[config.mk]
export PLATFORM = sky130hd
export DESIGN_NAME = vmove_seq
export DESIGN_NICKNAME = d
export VERILOG_FILES = /design/src/rtl/vmove_seq.sv
export SDC_FILE = /design/constraint.sdc
export NUM_CORES = 1
export LEC_CHECK = 0
export ABC_CLOCK_PERIOD_IN_PS = 3540
export BUFFER_PORTS_ARGS = -buffer_cell sky130_fd_sc_hd__buf_2
export CAP_MARGIN = 20
export CORE_MARGIN = 1
export CORE_UTILIZATION = 48
export CTS_BUF_LIST = sky130_fd_sc_hd__clkbuf_8
export CTS_CLUSTER_DIAMETER = 100
export DETAILED_ROUTE_END_ITERATION = 10
export GPL_TIMING_DRIVEN = 0
export PLACE_DENSITY = 0.8
export SLEW_MARGIN = 20
export SYNTH_ARGS = -nofsm -noshare
export SYNTH_HDL_FRONTEND = slang
export SYNTH_SLANG_ARGS = --single-unit
export TNS_END_PERCENT = 30
[constraint.sdc]
create_clock -name clk -period 3.54 [get_ports clk]
set_clock_uncertainty 0.2 [all_clocks]
set_input_delay 0.354 -clock clk [delete_from_list [all_inputs] [get_ports clk]]
set_output_delay 0.354 -clock clk [all_outputs]
set_load 0.02 [all_outputs]
[src/rtl/vmove_seq.sv]
module vmove_seq #(
  parameter int NREG  = 32,
  parameter int VLMAX = 16
) (
  input  logic                        clk,
  input  logic                        rst_n,
  input  logic                        start,
  input  logic [$clog2(NREG)-1:0]     src_base,
  input  logic [$clog2(NREG)-1:0]     dst_base,
  input  logic                        src_vec,
  input  logic                        dst_vec,
  input  logic [VLMAX-1:0]            src_mask,
  input  logic [VLMAX-1:0]            dst_mask,
  input  logic [$clog2(VLMAX+1)-1:0]  vl,
  output logic                        wr_valid,
  output logic [$clog2(NREG)-1:0]     wr_dst,
  output logic [$clog2(NREG)-1:0]     wr_src,
  output logic                        done
);
  localparam int RW = $clog2(NREG);
  localparam int IW = $clog2(VLMAX + 1);
  localparam logic [IW-1:0] LIM = IW'(VLMAX);

  logic             busy, sv, dv, once;
  logic [RW-1:0]    rs_q, rd_q;
  logic [VLMAX-1:0] sm_q, dm_q;
  logic [IW-1:0]    vl_q, i_q, j_q;
  logic [IW-1:0]    ni, nj;
  logic             fire;

  always_comb begin
    ni = LIM;
    nj = LIM;
    for (int k = VLMAX - 1; k >= 0; k--) begin
      if (IW'(k) >= i_q && sm_q[k]) ni = IW'(k);
      if (IW'(k) >= j_q && dm_q[k]) nj = IW'(k);
    end
    if (!sv) ni = i_q;
    if (!dv) nj = j_q;
  end

  assign fire = busy && !once && (ni < vl_q) && (nj < vl_q);

  always_ff @(posedge clk) begin
    if (!rst_n) begin
      busy     <= 1'b0;
      sv       <= 1'b0;
      dv       <= 1'b0;
      once     <= 1'b0;
      rs_q     <= '0;
      rd_q     <= '0;
      sm_q     <= '0;
      dm_q     <= '0;
      vl_q     <= '0;
      i_q      <= '0;
      j_q      <= '0;
      wr_valid <= 1'b0;
      wr_src   <= '0;
      wr_dst   <= '0;
      done     <= 1'b0;
    end else begin
      wr_valid <= 1'b0;
      done     <= 1'b0;
      if (!busy) begin
        if (start) begin
          busy <= 1'b1;
          sv   <= src_vec;
          dv   <= dst_vec;
          once <= 1'b0;
          rs_q <= src_base;
          rd_q <= dst_base;
          sm_q <= src_mask;
          dm_q <= dst_mask;
          vl_q <= (vl > LIM) ? LIM : vl;
          i_q  <= '0;
          j_q  <= '0;
        end
      end else if (fire) begin
        wr_valid <= 1'b1;
        wr_src   <= rs_q + RW'(ni);
        wr_dst   <= rd_q + RW'(nj);
        i_q      <= ni + IW'(sv);
        j_q      <= nj + IW'(dv);
        once     <= !sv && !dv;
      end else begin
        busy <= 1'b0;
        done <= 1'b1;
      end
    end
  end
endmodule

Word level (Yosys, flattened, before mapping)
Index checks and enable logic that the tools add are counted.
{"block": "totals", "regBits": 73, "input_bits": 52, "word_cells": 147}
{"block": "classes", "add_sub_neg": 4, "magnitude_cmp": 35, "eq_ne": 1, "mux": 47, "bitwise": 1, "reduce_logical": 44}
{"cell": "$mux W5", "count": 40}
{"cell": "$ge A4 B5 Y1 const A", "count": 16}
{"cell": "$ge A3 B5 Y1 const A", "count": 8}
{"cell": "$logic_and A1 B1 Y1", "count": 36}
{"cell": "$ge A1 B5 Y1 const A", "count": 4}
{"cell": "$ge A2 B5 Y1 const A", "count": 4}
{"cell": "$add A5 B1 Y5", "count": 2}
{"cell": "$add A5 B5 Y5", "count": 2}
{"cell": "$lt A5 B5 Y1", "count": 2}
{"cell": "$reduce_and A2 Y1", "count": 4}
{"cell": "$mux W1", "count": 7}
{"cell": "$gt A5 B5 Y1 const B", "count": 1}
{"cell": "$logic_not A1 Y1", "count": 3}
{"cell": "$ne A2 B1 Y1 const B", "count": 1}
{"cell": "$reduce_bool A2 Y1", "count": 1}
{"cell": "$not A1 Y1", "count": 1}

Logic depth before layout (Yosys ltp)
{"block": "depth", "depth_word": 24, "depth_mapped": 17, "mapped_depth_nobuf": 16}

Worst setup path after synthesis
Ideal clock, no wire load.
{"block": "synth_path", "kind": "reg-to-reg", "start": "reg i_q[3]", "end": "reg j_q[0]", "arrival_time_ns": 3.145, "path_slack_ns": 0.123, "stages_incl_launch_ff": 17, "path_buffers": 3, "period_less_slack_ns": 3.417, "cell_sequence": "dfxtp_1 buf_2 o211ai_1 a32o_1 nand2b_1 a31o_1 a31oi_1 ha_1 nand4_1 a21oi_1 nor4_1 and3_1 o211ai_2 buf_6 buf_6 nor4_2 a2bb2oi_1"}
{"block": "synth_between", "elab_chain_cells": 24, "word_cells_on_any_way": 54, "classes_between": "17 x order compare; 1 x eq/ne; 17 x mux; 19 x reduce/logical"}
{"element": "start, declared", "line_no": "27", "text": "logic [IW-1:0] vl_q, i_q, j_q;"}
{"element": "start signal, assigned", "line_no": "82", "text": "i_q <= ni + IW'(sv);"}
{"element": "$ge A4 B5 Y1", "line_no": "35", "text": "if (IW'(k) >= i_q && sm_q[k]) ni = IW'(k);"}
{"element": "$logic_and A1 B1 Y1", "line_no": "35"}
{"element": "$mux W5 (16 in series)", "line_no": "35"}
{"element": "$mux W5 (*)", "line_no": "38", "text": "if (!sv) ni = i_q;"}
{"element": "$lt A5 B5 Y1 (*)", "line_no": "42", "text": "assign fire = busy && !once && (ni < vl_q) && (nj < vl_q);"}
{"element": "$logic_and A1 B1 Y1 (*) (2 in series)", "line_no": "42"}
{"element": "$ne A2 B1 Y1 (no line) (*)"}
{"element": "$reduce_and A2 Y1 (no line) (*)"}
{"element": "end signal, assigned", "line_no": "83", "text": "j_q <= nj + IW'(dv);"}
{"element": "end, declared", "line_no": "27"}
Mark *: on every way between the ends. The rest lies on a longest branch, timed or not.
A chain may end at the register's enable or synchronous reset.

Worst setup path after layout
{"block": "layout_path", "start": "reg i_q[1]", "end": "reg j_q[0]"}
The elaborated chain is that of the path after synthesis.

==> impl_results.html <==
<table>
<tr><th>Metric</th><th>Value</th></tr>
<tr><th colspan="2">Global route</th></tr>
<tr><td>Total gr overflow</td><td>0</td></tr>
<tr><td>First-pass GRT wire length</td><td>19,430 um</td></tr>
<tr><td>Pin count of the biggest net entering global routing</td><td>13</td></tr>
<tr><td>Vias in the first global route</td><td>approximately 4,300</td></tr>
<tr><td>Number of antenna violations at the first check in global routing</td><td>0</td></tr>
<tr><td>Global-route usage over all layers</td><td>0.2515</td></tr>
<tr><th colspan="2">Layout</th></tr>
<tr><td>Nets</td><td>704</td></tr>
<tr><td>Area overhead of the layout relative to synthesis</td><td>26.94%</td></tr>
<tr><td>Biggest regs</td><td>dm_q x16, sm_q x16</td></tr>
<tr><td>Storage element area</td><td>approximately 1500 um2</td></tr>
<tr><td>Number of diodes added for antenna fixing</td><td>0</td></tr>
<tr><td>Non-filler cells in the finished layout</td><td>745</td></tr>
<tr><td>Combined area of the multi-input logic cells</td><td>2850 um2</td></tr>
<tr><td>Number of fill cells in the layout</td><td>756</td></tr>
<tr><td>End-of-flow core utilization</td><td>0.6338</td></tr>
<tr><td>Share of layout cells above drive strength 1</td><td>0.2747</td></tr>
<tr><th colspan="2">Hold path</th></tr>
<tr><td>Hold Crit Start</td><td>dst_mask[1]</td></tr>
<tr><td>Tightest Hold Check Type</td><td>primary input to register</td></tr>
<tr><th colspan="2">Floorplan</th></tr>
<tr><td>Number of placed I/O pins</td><td>64</td></tr>
<tr><td>Initial core utilization</td><td>0.4993</td></tr>
<tr><td>Die area</td><td>between 9000 and 10,000 um2</td></tr>
<tr><td>Core ar.</td><td>8763 um2</td></tr>
<tr><td>Row count</td><td>34</td></tr>
<tr><td>Vertical die dimension</td><td>between 90 and 100 um</td></tr>
<tr><td>Horizontal die dimension</td><td>slightly below 100 um</td></tr>
<tr><th colspan="2">Synthesis</th></tr>
<tr><td>Async SR Flop Fraction</td><td>0</td></tr>
<tr><td>Area leader, netlist</td><td>dfxtp_1</td></tr>
<tr><td>Most area-consuming cells after synthesis</td><td>dfxtp_1, nand2_1, a21boi_0</td></tr>
<tr><td>Top-area cell type share of the netlist area</td><td>0.3340</td></tr>
<tr><td>Cell count after synthesis</td><td>approximately 530</td></tr>
<tr><td>Main synth FF type</td><td>dfxtp_1</td></tr>
<tr><td>Syn. warnings</td><td>0</td></tr>
<tr><td>Mean instance size in the synthesized netlist</td><td>8.209 um2</td></tr>
<tr><td>Total nets after synthesis</td><td>just over 600</td></tr>
<tr><td>Unique masters post-synth</td><td>68</td></tr>
<tr><td>EDFF count, synth</td><td>0</td></tr>
<tr><td>Post-synth design cell area</td><td>4375 um2</td></tr>
<tr><td>Share of the yosys chip area belonging to registers</td><td>0.3340</td></tr>
<tr><td>Synth Register Bits</td><td>between 70 and 80</td></tr>
<tr><th colspan="2">Place</th></tr>
<tr><td>Placed wire-length estimate</td><td>between 8000 and 9000 um</td></tr>
<tr><td># port buffers</td><td>63</td></tr>
<tr><td>Placer Congestion</td><td>roughly 0.92</td></tr>
<tr><td>Placed Cells incl. Taps</td><td>704</td></tr>
<tr><th colspan="2">Clock tree</th></tr>
<tr><td>Clock tree sinks</td><td>73</td></tr>
<tr><td>Clock-pin slew of the registers on the worst-case setup and hold paths</td><td>0.09 ns</td></tr>
<tr><td>Clock buffer depth</td><td>2</td></tr>
<tr><td>Level count of the clock H-tree</td><td>3</td></tr>
<tr><td>Clock latency of the later-clocked register in the worst-skew pair</td><td>between 0.3 and 0.4 ns</td></tr>
<tr><td>Master cell of the clock root buffer</td><td>clkbuf_8</td></tr>
<tr><td>CTS hold repair buffers</td><td>0</td></tr>
<tr><td>Number of clock buffers inserted by TritonCTS</td><td>9</td></tr>
<tr><td>CTS tree</td><td>built</td></tr>
<tr><th colspan="2">STA</th></tr>
<tr><td>Transition at the pin with the smallest max-transition slack</td><td>~0.57 ns</td></tr>
<tr><td>Total setup violations reported at the end of the flow</td><td>10</td></tr>
<tr><td>Final sum of negative setup slack</td><td>-0.4454 ns</td></tr>
<tr><td>Normalized max-slew margin</td><td>0.6216</td></tr>
<tr><td>Hold Violations, Final</td><td>0</td></tr>
<tr><td>Timing-limited maximum frequency</td><td>0.2759 GHz</td></tr>
<tr><td>Final cycle utilization of the critical path</td><td>1.024</td></tr>
<tr><td>Final-layout worst hold slack</td><td>between 0.02 and 0.03 ns</td></tr>
<tr><td>Number of slew-limit violations in the final report</td><td>0</td></tr>
<tr><td>Final worst path period need</td><td>3.624 ns</td></tr>
<tr><td>Final critical-path setup slack</td><td>-0.08395 ns</td></tr>
<tr><td>RSZ-0062 raised after global routing</td><td>true</td></tr>
<tr><th colspan="2">Worst setup path</th></tr>
<tr><td>Crit path from</td><td>i_q[1]</td></tr>
<tr><td>Setup crit end kind</td><td>register</td></tr>
<tr><td>Maximum fanout encountered on the critical timing path</td><td>10</td></tr>
<tr><td>Type of origin of the critical path</td><td>register</td></tr>
<tr><td>Launch point of the worst reg-to-reg path</td><td>i_q[1]</td></tr>
<tr><td>Crit Path Class</td><td>register to register</td></tr>
<tr><td>Data arrival time at the worst-slack endpoint</td><td>approximately 3.7 ns</td></tr>
<tr><td>Required time at the worst-slack endpoint</td><td>3.63 ns</td></tr>
<tr><th colspan="2">Pwr</th></tr>
<tr><td>Leakage Power</td><td>~0.0023 uW</td></tr>
<tr><td>Peak supply drop</td><td>approximately 220 uV</td></tr>
<tr><td>Total Power Consumption</td><td>approximately 2100 uW</td></tr>
<tr><td>Pwr/cell area</td><td>approximately 380 nW/um2</td></tr>
<tr><th colspan="2">Drt</th></tr>
<tr><td>Final wirelength</td><td>~13,000 um</td></tr>
<tr><td>Via count</td><td>4,327</td></tr>
<tr><td>Routed length per placed instance</td><td>about 17 um</td></tr>
<tr><td>Remaining design rule violation count</td><td>0</td></tr>
<tr><td>Antenna violation net count after detailed routing</td><td>0</td></tr>
<tr><td>Initial DRT Pass Iterations</td><td>6</td></tr>
<tr><td>Drt initial violations</td><td>~240</td></tr>
<tr><td>Vias per cell</td><td>5.808</td></tr>
<tr><th colspan="2">Job</th></tr>
<tr><td># Max-Cap Violations</td><td>0</td></tr>
<tr><th colspan="2">Run status</th></tr>
<tr><td>Status</td><td>finished with violations</td></tr>
<tr><td>Violated checks</td><td>setup timing</td></tr>
</table>
-- power by group --
group          switching [uW]  internal [uW]  total, uW
clock network             343            484        827
registers                30.5            855        885
logic                     235            175        410
-- worst max-delay path, stage by stage (launching register included) --
cell       delay, ns
dfxtp_4         0.40
buf_6           0.15
nand3_1         0.11
a32oi_2         0.29
nand2_1         0.13
o21ba_1         0.24
o22ai_4         0.21
ha_1            0.29
a21oi_1         0.16
nor2b_1         0.08
o21ai_0         0.25
and3_1          0.24
o211ai_2        0.13
buf_6           0.16
buf_6           0.14
nor4_4          0.20
a2bb2oi_1       0.17
-- worst paths after layout --
check        slack, ns         to  depth (start not counted)
min               0.03    dm_q[1]                          3
max reg2reg      -0.08     j_q[0]                         16
max              -0.08     j_q[0]                         16
min reg2reg       0.25  wr_src[1]                          2
-- per-layer routing --
| layer | wire (um) | share of wire | GRT usage |
|---|---|---|---|
| met5 | 0 | 0 | 0 |
| met4 | 496 | 0.039 | 0.09955 |
| met3 | 788 | 0.062 | 0.04820 |
| met2 | 6260 | 0.50 | 0.4287 |
| met1 | 5066 | 0.40 | 0.3116 |
-- synth_stat cells, drive strengths merged, types with 6 or more instances --
cell type    n
a21boi      55
a21oi       14
a31oi        6
buf         17
clkbuf      15
dfxtp       73
ha          18
inv         27
mux2i        8
nand2      118
nand2b       6
nand3       19
nand4        7
nor2        10
nor2b       20
o211ai      10
o21ai       17
o22ai        7
xnor2        9
-- cells in the final DEF, fill, tap and decap left out, types with 5 or more instances in the layout --
cell	Yosys	routed
a21boi_0	51	51
a21o_1	5	5
a21oi_1	13	13
and3_1	5	5
buf_2	8	66
buf_4	4	25
buf_6	3	9
clkbuf_1	15	15
clkbuf_8	0	10
dfxtp_1	73	66
ha_1	18	18
inv_1	24	23
mux2i_1	8	8
nand2_1	118	117
nand2b_1	6	6
nand3_1	18	15
nand3b_1	5	5
nand4_1	5	5
nor2_1	9	6
nor2b_1	20	20
o211ai_1	7	7
o21ai_0	11	5
o21ai_1	6	10
o22ai_1	6	5
xnor2_1	9	9
xor2_1	5	5
-- area by class of cell --
cell class | instances | share of cell area
Buffer | 32 | 0.03920
Clock buffer | 10 | 0.02478
Clock inverter | 6 | 0.01915
Inverter | 27 | 0.02005
Multi-Input combinational cell | 401 | 0.5132
Sequential cell | 73 | 0.2665
Tap cell | 108 | 0.02433
Timing Repair Buffer | 88 | 0.09281
-- cells by family (layout without fill, tap and decap cells) --
logic type | Yosys count | after routing | share of synthesized area
buf+inv | 59 | 163 | 0.06148
compound gates | 151 | 151 | 0.2651
flops | 73 | 73 | 0.3340
fa+ha+maj | 20 | 20 | 0.06062
xor+xnor | 14 | 14 | 0.02802
mux | 8 | 8 | 0.01830
simple gates | 208 | 208 | 0.2325
-- through the flow --
step	cell area, um2	setup WS [ns]
floorplan	4375	0.1234
global placement	4826	-0.4239
detailed placement	4826	-0.5218
CTS	5239	0.009797
global route	5554	-0.1862
finish	5554	-0.08395
-- timing repair --
item,4_1_cts,5_1_grt
buffers inserted,5,20
pin swaps,6,19
cloned,0,0
endpoints found under the setup margin,24,24
gates resized for setup,31,41
No activity file was read; power rests on OpenSTA's default activity.
